### config.mk
export PLATFORM = sky130hd
export DESIGN_NAME = fnan_sel
export DESIGN_NICKNAME = d
export VERILOG_FILES = /design/src/rtl/fnan_pkg.sv /design/src/rtl/fnan_classify.sv /design/src/rtl/fnan_pick.sv /design/src/rtl/fnan_shape.sv /design/src/rtl/fnan_sel.sv
export SDC_FILE = /design/constraint.sdc
export NUM_CORES = 1
export LEC_CHECK = 0
export CELL_PAD_IN_SITES_DETAIL_PLACEMENT = 1
export CELL_PAD_IN_SITES_GLOBAL_PLACEMENT = 2
export CORE_UTILIZATION = 24
export CTS_CLUSTER_DIAMETER = 100
export DETAILED_ROUTE_END_ITERATION = 10
export GPL_TIMING_DRIVEN = 0
export PLACE_DENSITY_LB_ADDON = 0.1
export RECOVER_POWER = 50
export SYNTH_ARGS = -nofsm -noshare
export SYNTH_HDL_FRONTEND = slang
export SYNTH_SLANG_ARGS = --single-unit
### constraint.sdc
create_clock -name clk -period 1.1 [get_ports clk]
set_clock_uncertainty 0.15 [all_clocks]
set_input_delay 0.22 -clock clk [delete_from_list [all_inputs] [get_ports clk]]
set_output_delay 0.22 -clock clk [all_outputs]
set_load 0.005 [all_outputs]
### src/rtl/fnan_pkg.sv
package fnan_pkg;

    typedef enum logic [1:0] {
        POL_ADDEND_FIRST = 2'd0,
        POL_BY_POLARITY  = 2'd1,
        POL_A_C_B        = 2'd2,
        POL_A_B_C        = 2'd3
    } policy_e;

    typedef enum logic [1:0] {
        SEL_A    = 2'd0,
        SEL_B    = 2'd1,
        SEL_C    = 2'd2,
        SEL_DFLT = 2'd3
    } sel_e;

    typedef struct packed {
        logic nan;
        logic qnan;
        logic snan;
        logic inf;
        logic zero;
    } fcls_t;

    // signaling c, a, b then quiet c, a, else b
    function automatic sel_e chain_cab(input fcls_t a, input fcls_t b, input fcls_t c);
        if (c.snan)      return SEL_C;
        else if (a.snan) return SEL_A;
        else if (b.snan) return SEL_B;
        else if (c.qnan) return SEL_C;
        else if (a.qnan) return SEL_A;
        else             return SEL_B;
    endfunction

    // signaling a, b, c then quiet a, b, else c
    function automatic sel_e chain_abc_sq(input fcls_t a, input fcls_t b, input fcls_t c);
        if (a.snan)      return SEL_A;
        else if (b.snan) return SEL_B;
        else if (c.snan) return SEL_C;
        else if (a.qnan) return SEL_A;
        else if (b.qnan) return SEL_B;
        else             return SEL_C;
    endfunction

    function automatic sel_e chain_acb_any(input fcls_t a, input fcls_t c);
        if (a.nan)      return SEL_A;
        else if (c.nan) return SEL_C;
        else            return SEL_B;
    endfunction

    function automatic sel_e chain_abc_any(input fcls_t a, input fcls_t b);
        if (a.nan)      return SEL_A;
        else if (b.nan) return SEL_B;
        else            return SEL_C;
    endfunction

endpackage

### src/rtl/fnan_classify.sv
module fnan_classify
    import fnan_pkg::*;
#(
    parameter int EXP_W  = 8,
    parameter int FRAC_W = 23
) (
    input  logic [EXP_W+FRAC_W:0] op,
    input  logic                  inv_pol,
    output fcls_t                 cls
);
    localparam int W = 1 + EXP_W + FRAC_W;

    logic [EXP_W-1:0]  expo;
    logic [FRAC_W-1:0] frac;
    logic              exp_max, exp_zero, frac_nz, quiet_bit;

    always_comb begin
        expo      = op[W-2:FRAC_W];
        frac      = op[FRAC_W-1:0];
        exp_max   = &expo;
        exp_zero  = ~|expo;
        frac_nz   = |frac;
        quiet_bit = frac[FRAC_W-1] ^ inv_pol;
        cls.nan   = exp_max & frac_nz;
        cls.qnan  = exp_max & frac_nz & quiet_bit;
        cls.snan  = exp_max & frac_nz & ~quiet_bit;
        cls.inf   = exp_max & ~frac_nz;
        cls.zero  = exp_zero & ~frac_nz;
    end
endmodule

### src/rtl/fnan_pick.sv
module fnan_pick
    import fnan_pkg::*;
(
    input  fcls_t      cls_a,
    input  fcls_t      cls_b,
    input  fcls_t      cls_c,
    input  logic       inf_zero,
    input  logic       inv_pol,
    input  logic [1:0] policy,
    output sel_e       code,
    output logic       iz_invalid
);
    policy_e pol;

    always_comb begin
        pol        = policy_e'(policy);
        code       = SEL_B;
        iz_invalid = 1'b0;
        unique case (pol)
            POL_ADDEND_FIRST: begin
                if (inf_zero && cls_c.qnan) begin
                    iz_invalid = 1'b1;
                    code       = SEL_DFLT;
                end else begin
                    code = chain_cab(cls_a, cls_b, cls_c);
                end
            end
            POL_BY_POLARITY: begin
                if (inf_zero) begin
                    iz_invalid = 1'b1;
                    code       = SEL_DFLT;
                end else if (inv_pol) begin
                    code = chain_abc_sq(cls_a, cls_b, cls_c);
                end else begin
                    code = chain_cab(cls_a, cls_b, cls_c);
                end
            end
            POL_A_C_B: begin
                if (inf_zero) begin
                    iz_invalid = 1'b1;
                    code       = SEL_C;
                end else begin
                    code = chain_acb_any(cls_a, cls_c);
                end
            end
            POL_A_B_C: begin
                code = chain_abc_any(cls_a, cls_b);
            end
            default: code = SEL_B;
        endcase
    end
endmodule

### src/rtl/fnan_shape.sv
module fnan_shape
    import fnan_pkg::*;
#(
    parameter int EXP_W  = 8,
    parameter int FRAC_W = 23
) (
    input  sel_e                  code_in,
    input  logic                  dnan_mode,
    input  logic                  inv_pol,
    input  logic [EXP_W+FRAC_W:0] op_a,
    input  logic [EXP_W+FRAC_W:0] op_b,
    input  logic [EXP_W+FRAC_W:0] op_c,
    input  fcls_t                 cls_a,
    input  fcls_t                 cls_b,
    input  fcls_t                 cls_c,
    output sel_e                  code_out,
    output logic [EXP_W+FRAC_W:0] res
);
    localparam int W = 1 + EXP_W + FRAC_W;
    localparam logic [W-1:0] DFLT_NRM = {1'b0, {EXP_W{1'b1}}, 1'b1, {(FRAC_W-1){1'b0}}};
    localparam logic [W-1:0] DFLT_INV = {1'b0, {EXP_W{1'b1}}, 1'b0, {(FRAC_W-1){1'b1}}};
    localparam logic [W-1:0] QBIT     = {{(W-FRAC_W){1'b0}}, 1'b1, {(FRAC_W-1){1'b0}}};

    logic [W-1:0] dflt, picked;
    logic         picked_sig;

    always_comb begin
        dflt = inv_pol ? DFLT_INV : DFLT_NRM;
        unique case (code_in)
            SEL_A:   begin picked = op_a; picked_sig = cls_a.snan; end
            SEL_B:   begin picked = op_b; picked_sig = cls_b.snan; end
            SEL_C:   begin picked = op_c; picked_sig = cls_c.snan; end
            default: begin picked = dflt; picked_sig = 1'b0;       end
        endcase
        if (dnan_mode || code_in == SEL_DFLT) begin
            code_out = SEL_DFLT;
            res      = dflt;
        end else begin
            code_out = code_in;
            if (!picked_sig)  res = picked;
            else if (inv_pol) res = dflt;
            else              res = picked | QBIT;
        end
    end
endmodule

### src/rtl/fnan_sel.sv
module fnan_sel
    import fnan_pkg::*;
#(
    parameter int EXP_W  = 8,
    parameter int FRAC_W = 23,
    localparam int W     = 1 + EXP_W + FRAC_W
) (
    input  logic         clk,
    input  logic         rst_n,
    input  logic         in_valid,
    input  logic [W-1:0] op_a,
    input  logic [W-1:0] op_b,
    input  logic [W-1:0] op_c,
    input  logic         inv_pol,
    input  logic         dnan_mode,
    input  logic [1:0]   policy,
    output logic         out_valid,
    output logic [1:0]   sel_code,
    output logic [W-1:0] result,
    output logic         invalid
);
    localparam int N_OPS = 3;

    logic [W-1:0] ops [N_OPS];
    fcls_t        cls [N_OPS];
    logic         inf_zero, iz_invalid, any_snan, nxt_invalid;
    sel_e         raw_code, fin_code;
    logic [W-1:0] nxt_result;

    assign ops[0] = op_a;
    assign ops[1] = op_b;
    assign ops[2] = op_c;

    for (genvar gi = 0; gi < N_OPS; gi++) begin : g_cls
        fnan_classify #(.EXP_W(EXP_W), .FRAC_W(FRAC_W)) u_cls (
            .op      (ops[gi]),
            .inv_pol (inv_pol),
            .cls     (cls[gi])
        );
    end

    always_comb begin
        inf_zero    = (cls[0].inf & cls[1].zero) | (cls[0].zero & cls[1].inf);
        any_snan    = cls[0].snan | cls[1].snan | cls[2].snan;
        nxt_invalid = any_snan | iz_invalid;
    end

    fnan_pick u_pick (
        .cls_a      (cls[0]),
        .cls_b      (cls[1]),
        .cls_c      (cls[2]),
        .inf_zero   (inf_zero),
        .inv_pol    (inv_pol),
        .policy     (policy),
        .code       (raw_code),
        .iz_invalid (iz_invalid)
    );

    fnan_shape #(.EXP_W(EXP_W), .FRAC_W(FRAC_W)) u_shape (
        .code_in   (raw_code),
        .dnan_mode (dnan_mode),
        .inv_pol   (inv_pol),
        .op_a      (op_a),
        .op_b      (op_b),
        .op_c      (op_c),
        .cls_a     (cls[0]),
        .cls_b     (cls[1]),
        .cls_c     (cls[2]),
        .code_out  (fin_code),
        .res       (nxt_result)
    );

    always_ff @(posedge clk or negedge rst_n) begin
        if (!rst_n) begin
            out_valid <= 1'b0;
            sel_code  <= 2'd0;
            result    <= '0;
            invalid   <= 1'b0;
        end else begin
            out_valid <= in_valid;
            if (in_valid) begin
                sel_code <= fin_code;
                result   <= nxt_result;
                invalid  <= nxt_invalid;
            end
        end
    end
endmodule

==> results of run 1 <==
## cells by family after synthesis
kind of cell	count (synthesis)
AOI/OAI and AO/OA	135
and+or+nand+nor	91
buffers and inverters	50
DFF	36
muxes	30
adders and majority gates	5
xor gates and xnor gates	3
## routing by layer
metal	GRT usage (%)	up-vias
met2	41.24	114
met3	3.848	23
li1	-	1842
met4	7.186	0
met5	0	-
met1	31.15	1990
## cell usage after synthesis, types with 2 or more instances
master,instances,share of area (%)
a211oi_1,6,1.5
o31ai_1,2,0.49
nand3_1,5,0.81
buf_4,2,0.49
a21oi_1,19,3.1
a221oi_1,6,1.7
or4_1,3,0.73
and3_1,3,0.61
o21ai_1,7,1.1
or2_1,2,0.41
o22a_1,14,4.0
a21o_1,7,1.7
a31oi_1,6,1.2
mux2i_1,21,6.8
o22ai_1,11,2.2
nor2_1,23,2.8
nor4_1,15,3.0
nand4_1,10,2.0
o21ai_0,12,1.9
clkbuf_1,10,1.2
nor3_1,5,0.81
nand2_1,11,1.3
ha_1,5,2.0
buf_2,10,1.6
a41oi_1,2,0.57
o32ai_1,20,5.7
xor2_1,3,0.85
mux2_1,8,2.9
inv_1,25,3.0
o211a_1,2,0.65
a21oi_2,2,0.57
dfrtp_1,36,29
and4_1,2,0.57
nand3_2,2,0.65
a211o_1,2,0.57
## what timing repair did
item,4_1_cts,5_1_grt
hold endpoints to repair,36,0
endpoints found under the setup margin,71,71
gates cloned,4,1
pin swaps,66,45
hold buffers,1,0
setup buffers,54,24
gates resized for setup,515,66
## report_power, final
| group | total (mW) | switching [mW] | internal, mW |
|---|---|---|---|
| Sequential | 1.60 | 0.0991 | 1.50 |
| Clock | 1.49 | 0.650 | 0.838 |
| Combinational | 2.50 | 1.22 | 1.28 |
| Total | 5.58 | 1.97 | 3.61 |
## flip-flops by register name (all words and copies together) (netlist names)
register   count
result        32
invalid        1
out_valid      1
sel_code       2
## tightest hold or removal path: stages
cell	delay (ps)
clkbuf_2	140
o22ai_4	90
a21oi_1	110
## final timing paths
kind,from,to,cells after the start
min in group asynchronous,rst_n,result[1],2
hold reg to reg,result[15],result[15],1
setup reg to reg,result[13],result[13],3
hold / removal,op_b[25],result[25],3
setup / recovery,op_c[12],result[9],13
max in group asynchronous,rst_n,result[4],3
## cell type report
type,instances,area [sq um]
sequential,36,900.9
clock inverter,3,18.77
tap,172,215.2
inverter,27,101.3
timing repair buffer,219,1723
clock buffer,5,125.1
buffer,22,257.7
multi-input combinational,264,2773
fill,1427,6454
## per-stage QoR
| stage | utilization, % | std cells | area [sq um] | setup WS, ps |
|---|---|---|---|---|
| floorplan | - | 350 | 3264 | -1729 |
| global placement | 38.44 | 657 | 4831 | -3176 |
| detailed placement | 38.56 | 658 | 4846 | -3173 |
| CTS | 45.78 | 724 | 5754 | -1793 |
| finish | 48.65 | 748 | 6115 | -1886 |
| global route | 48.65 | 748 | 6115 | -1944 |
==> metrics, run 1 <==
CP arrival=just over 3000 ps; Total GRT Usage=around a quarter; full die area=between 10,000 and 15,000 sq um; YS warnings=0; Netlist cell types=66; Post-Route WL=around 16,000 um; Slew HR=41.16%; antenna cell count=0; clock sinks=36; failing checks=negative setup slack; Die H=around 120 um; Req. time, crit path=~1200 ps; row count=between 40 and 50; Worst setup EP type=flop; total power=roughly 5.6 mW; commonest non-fill, non-tap cell in the layout=buf_2; HPWL Detailed=~11,000 um; Top Family by Delay on Critical Path=simple AND/OR/NAND/NOR gates; pin slew with the least headroom to its limit=between 800 and 900 ps; Final Hold Vio Count=0; Hold Crit Class=in -> reg; Seq cells post-synth=36; Die W=about 120 um; crit path time final=~3000 ps; compound-gate portion of the synthesized area=about a third; sum of buffers and inverters on the critical path=3; largest family of logic cells by synthesized area=compound AO/OA/AOI/OAI gates; largest net degree at the start of global routing=32; clk slew on worst S/H paths=about 60 ps; delay of the slowest critical-path stage=about 540 ps; Synth Area per Inst=~8.8 sq um; PortBufs=135; total of max-cap violations=0; Highest Signal Layer=met4; most frequent CP cell=buf_6; Wirelength per Cell=roughly 22 um; Post-Synth XOR/XNOR Area=less than 1%; Post-synth top flop=dfrtp_1; FMAX=between 300 and 400 MHz; CTS tree=built; Initial Util=approximately a quarter; mux contribution to synthesized area=10.09%; FFs w/ async S/R, synth=100.0%; Crit Path Class=in -> reg; Met2 Wirelength=a little over 8000 um; commonest cells after routing, fill and taps aside=buf_2 (68), buf_4 (63), dfrtp_1 (36), dlygate4sd2_1 (29), buf_6 (28); DRC violations left=0; peak supply drop=0.5794 mV; layout net count=a little under 700; IO Pins=139; Syn Nets=458; M1 WL=~7200 um; Via density=around 5.3; CP max FO=5; core region area=~13,000 sq um; Leak=roughly 2.6 nW; PwrDens=between 900 and 1000 nW/um^2; CTS H-tree depth=2; 1st-pass router iterations=4; CP cell instances=buf_6 -> or4_4 -> nor2_4 -> a211oi_4 -> a2111o_1 -> nand4_1 -> buf_4 -> a21o_1 -> nand2_4 -> and3_4 -> o31ai_4 -> buf_6 -> o22a_1; final count of pins violating max slew=0; GR Overflow Total=0; Synth-to-Final Area Change=98.09%; first-pass GRT wire length=24,090 um; Startpoint Class=input port; DRT antenna net count=0; Simple-Gate Fraction of Synth Area=16.94%; final setup violation count=102; Post-synth EDFFs=0; highest-delay cell along the critical path=or4_4; Mapped Cells=350; met3 routed WL=approximately 780 um; clock buffer count from CTS=5; sequential element share of the synthesized area=between 20% and 30%; Tcrit/Tclk final=271.5%; Cell Area, Synth=slightly above 3000 sq um; fraction of layout cells with a size suffix above 1=between 50% and 60%; total negative slack=-65,780 ps; Vias=between 3,000 and 4,000; adder-cell share of the synthesized area=between 2 and 2.5%; Max clock buf depth=2; RSZ-0062 raised after global routing=yes; vias in the first global route=about 4,200; clk_lat worst skew=290 ps; hold_ws=between 150 and 200 ps; gpl congestion=~0.8; CTS Root Cell=clkbuf_16; status=finished, violations left; Reg2Reg Setup Slack=approximately 10 ps; antenna violations before repair=0; final worst slack=-1886 ps; DRT iter0 DRCs=~150
Note: power is estimated with default switching activity, not from simulation.
==> inputs of run 2 (changes only) <==
- GPL_ROUTABILITY_DRIVEN: default -> 0
==> results of run 2 <==
No change in the layout: final DEF, timing and power equal those of run 1.
==> inputs of run 3 (changes only) <==
- CAP_MARGIN: default -> 20
- MAX_ROUTING_LAYER: default -> met4
==> run 3 against run 2 <==
  * The flow still finishes with violations (negative setup slack)
  * Wire length barely moved
  * Total power barely moved
  * Combinational power is essentially flat
  * Maximum frequency shrank 0.20%
  * Non-clock buffer count stayed put
  * Clock power about the same
  * Hold slack about the same
  * Critical path depth did not move
  * Die area unchanged
  * First-iteration DRC count grew 17%
  * Sequential power is essentially flat
  * Largest power group unchanged
  * Highest routed layer unchanged
==> metrics, run 3 (same netlist as run 1, synthesis figures left out) <==
clk_lat worst skew=290 ps (about the same); Die H=115.4 um (unchanged); Total GRT Usage=24.88% (was 24.13%); Initial Util=24.56% (unchanged); PwrDens=913.9 nW/um^2 (was 912.8 nW/um^2); Wirelength per Cell=21.91 um (was 21.92 um); final worst slack=-1892 ps (was -1886 ps); HPWL Detailed=11,460 um (unchanged); DRT iter0 DRCs=170 (was 145); status=finished, violations left (unchanged); highest-delay cell along the critical path=or4_4 (unchanged); DRC violations left=0 (unchanged); total of max-cap violations=0 (unchanged); row count=41 (unchanged); core region area=12,570 sq um (unchanged); antenna cell count=0 (unchanged); total power=5.585 mW (was 5.581 mW); Post-Route WL=16,390 um (was 16,400 um); max FFs per register=32 (unchanged); Die W=115.4 um (unchanged); Top reg by flops=result (unchanged); Synth-to-Final Area Change=97.97% (was 98.09%); largest net degree at the start of global routing=32 (unchanged); PortBufs=135 (unchanged); clock share of power=26.8% (was 26.6%); vias in the first global route=4,185 (was 4,180); Startpoint Class=input port (unchanged); CTS Root Cell=clkbuf_16 (unchanged); P_int=3.608 mW (was 3.609 mW); Final Hold Vio Count=0 (unchanged); fillers=1,428 (was 1,427); layout net count=683 (unchanged); Placement Cell Area=4846 sq um (unchanged); Tcrit/Tclk final=272.0% (was 271.5%); CTS H-tree depth=2 (unchanged); final setup violation count=102 (unchanged); final count of pins violating max slew=0 (unchanged); peak supply drop=0.5800 mV (was 0.5794 mV); commonest non-fill, non-tap cell in the layout=buf_2 (unchanged); CP cell instances=buf_6 -> or4_4 -> nor2_4 -> a211oi_4 -> a2111o_1 -> nand4_1 -> buf_4 -> a21o_1 -> nand2_4 -> and3_4 -> o31ai_4 -> buf_6 -> o22a_1 (unchanged); NetSw=1.976 mW (was 1.972 mW); Via density=5.329 (was 5.306); RSZ-0062 raised after global routing=yes (unchanged); crit path time final=2992 ps (was 2986 ps); failing checks=negative setup slack (unchanged); first-pass GRT wire length=24,100 um (was 24,090 um); commonest cells after routing, fill and taps aside=buf_2 (68), buf_4 (63), dfrtp_1 (36), dlygate4sd2_1 (29), buf_6 (28) (unchanged); delay of the slowest critical-path stage=540 ps (about the same); CP max FO=5 (unchanged); clock sinks=36 (unchanged); part of the power in registers=28.6% (about the same); antenna violations before repair=0 (unchanged); Crit Path Class=in -> reg (unchanged); GR Overflow Total=0 (unchanged); 1st-pass router iterations=4 (unchanged); Req. time, crit path=1180 ps (about the same); Vias=3,986 (was 3,969); CTS tree=built (unchanged); combinational fraction of design power=44.7% (was 44.8%); CP arrival=3070 ps (was 3060 ps); Hold Crit Class=in -> reg (unchanged); Worst setup EP type=flop (unchanged); pin slew with the least headroom to its limit=861.9 ps (was 873.4 ps); Post-Place Setup Slack=-3173 ps (unchanged); Leak=2.592 nW (about the same); fraction of layout cells with a size suffix above 1=55.38% (was 55.56%); FMAX=334.2 MHz (was 334.9 MHz); DRT antenna net count=0 (unchanged); Switching Fraction=35.39% (was 35.34%); clock buffer count from CTS=5 (unchanged); full die area=13,320 sq um (unchanged); clk slew on worst S/H paths=60 ps (about the same); top flop regs=result (32), sel_code (2) (unchanged); final instance area=6111 sq um (was 6115 sq um); Max clock buf depth=2 (unchanged); Slew HR=41.93% (was 41.16%); IO Pins=139 (unchanged); most frequent CP cell=buf_6 (unchanged)
## run 3: cell types whose count changed in the layout (fill, tap and decap cells not counted), sizes merged
cell | previous run | this run
clkbuf | 26 | 25
clkdlybuf4s15 | 11 | 12
## run 3: through the flow
stage	cells	hold WS, ps	util, %	TNS (ps)
floorplan	350	-225.6	-	-56600
global placement	657	316.4	38.44	-160560
detailed placement	658	-58.24	38.56	-107630
CTS	724	176.7	45.78	-60800
global route	748	181.4	48.62	-71400
finish	748	163.6	48.62	-65570
## run 3: worst paths after layout
check | cells after the start | from | slack (ps) | endpoint
setup / recovery | 13 | op_c[12] | -1890 | result[9]
setup reg to reg | 3 | result[13] | -10 | result[13]
hold reg to reg | 1 | result[15] | 350 | result[15]
min in group asynchronous | 2 | rst_n | 270 | result[1]
max in group asynchronous | 3 | rst_n | -50 | result[4]
hold / removal | 3 | op_b[25] | 160 | result[25]
## run 3: power groups by stage
stage / clock, mW / combinational, mW / sequential [mW]
6_report: 1.50 / 2.49 / 1.59
5_1_grt: 1.58 / 2.65 / 1.61
4_1_cts: 1.50 / 2.24 / 1.60
3_5_place_dp: 0 / 1.98 / 1.63
3_3_place_gp: 0 / 1.95 / 1.62
2_1_floorplan: 0 / 0.878 / 1.62
## run 3: timing repair
item                                    4_1_cts  5_1_grt
endpoints found under the setup margin       71       71
resized for setup                           515       64
cloned                                        4        1
setup buffers                                54       24
hold buffers                                  1        0
pin swaps                                    66       43
endpoints found under the hold margin        36        0
## run 3: final cells by class
type                    count  area, sq um  share of cell area [%]
inverters                  27        101.3                   1.658
repair buffers            219         1728                   28.28
flip-flops and latches     36        900.9                   14.74
clock buffers               5        125.1                   2.048
clock inverters             3        18.77                  0.3071
well taps                 172        215.2                   3.522
multi-input cells         264         2764                   45.23
plain buffers              22        257.7                   4.218
## run 3: worst max-delay path, delay by kind of cell
family	cells	cell delay, ps
AND/OR/NAND/NOR	5	1250
AO/OA/AOI/OAI	5	1170
buffers and inverters	3	420
## run 3: metal layers
| metal | vias up | GRT usage, % | share of wire (%) |
|---|---|---|---|
| met5 | - | - | 0 |
| met4 | 0 | 7.186 | 1.9 |
| met3 | 21 | 3.795 | 4.8 |
| met2 | 121 | 41.20 | 50 |
| met1 | 2002 | 31.22 | 44 |
| li1 | 1842 | - | - |
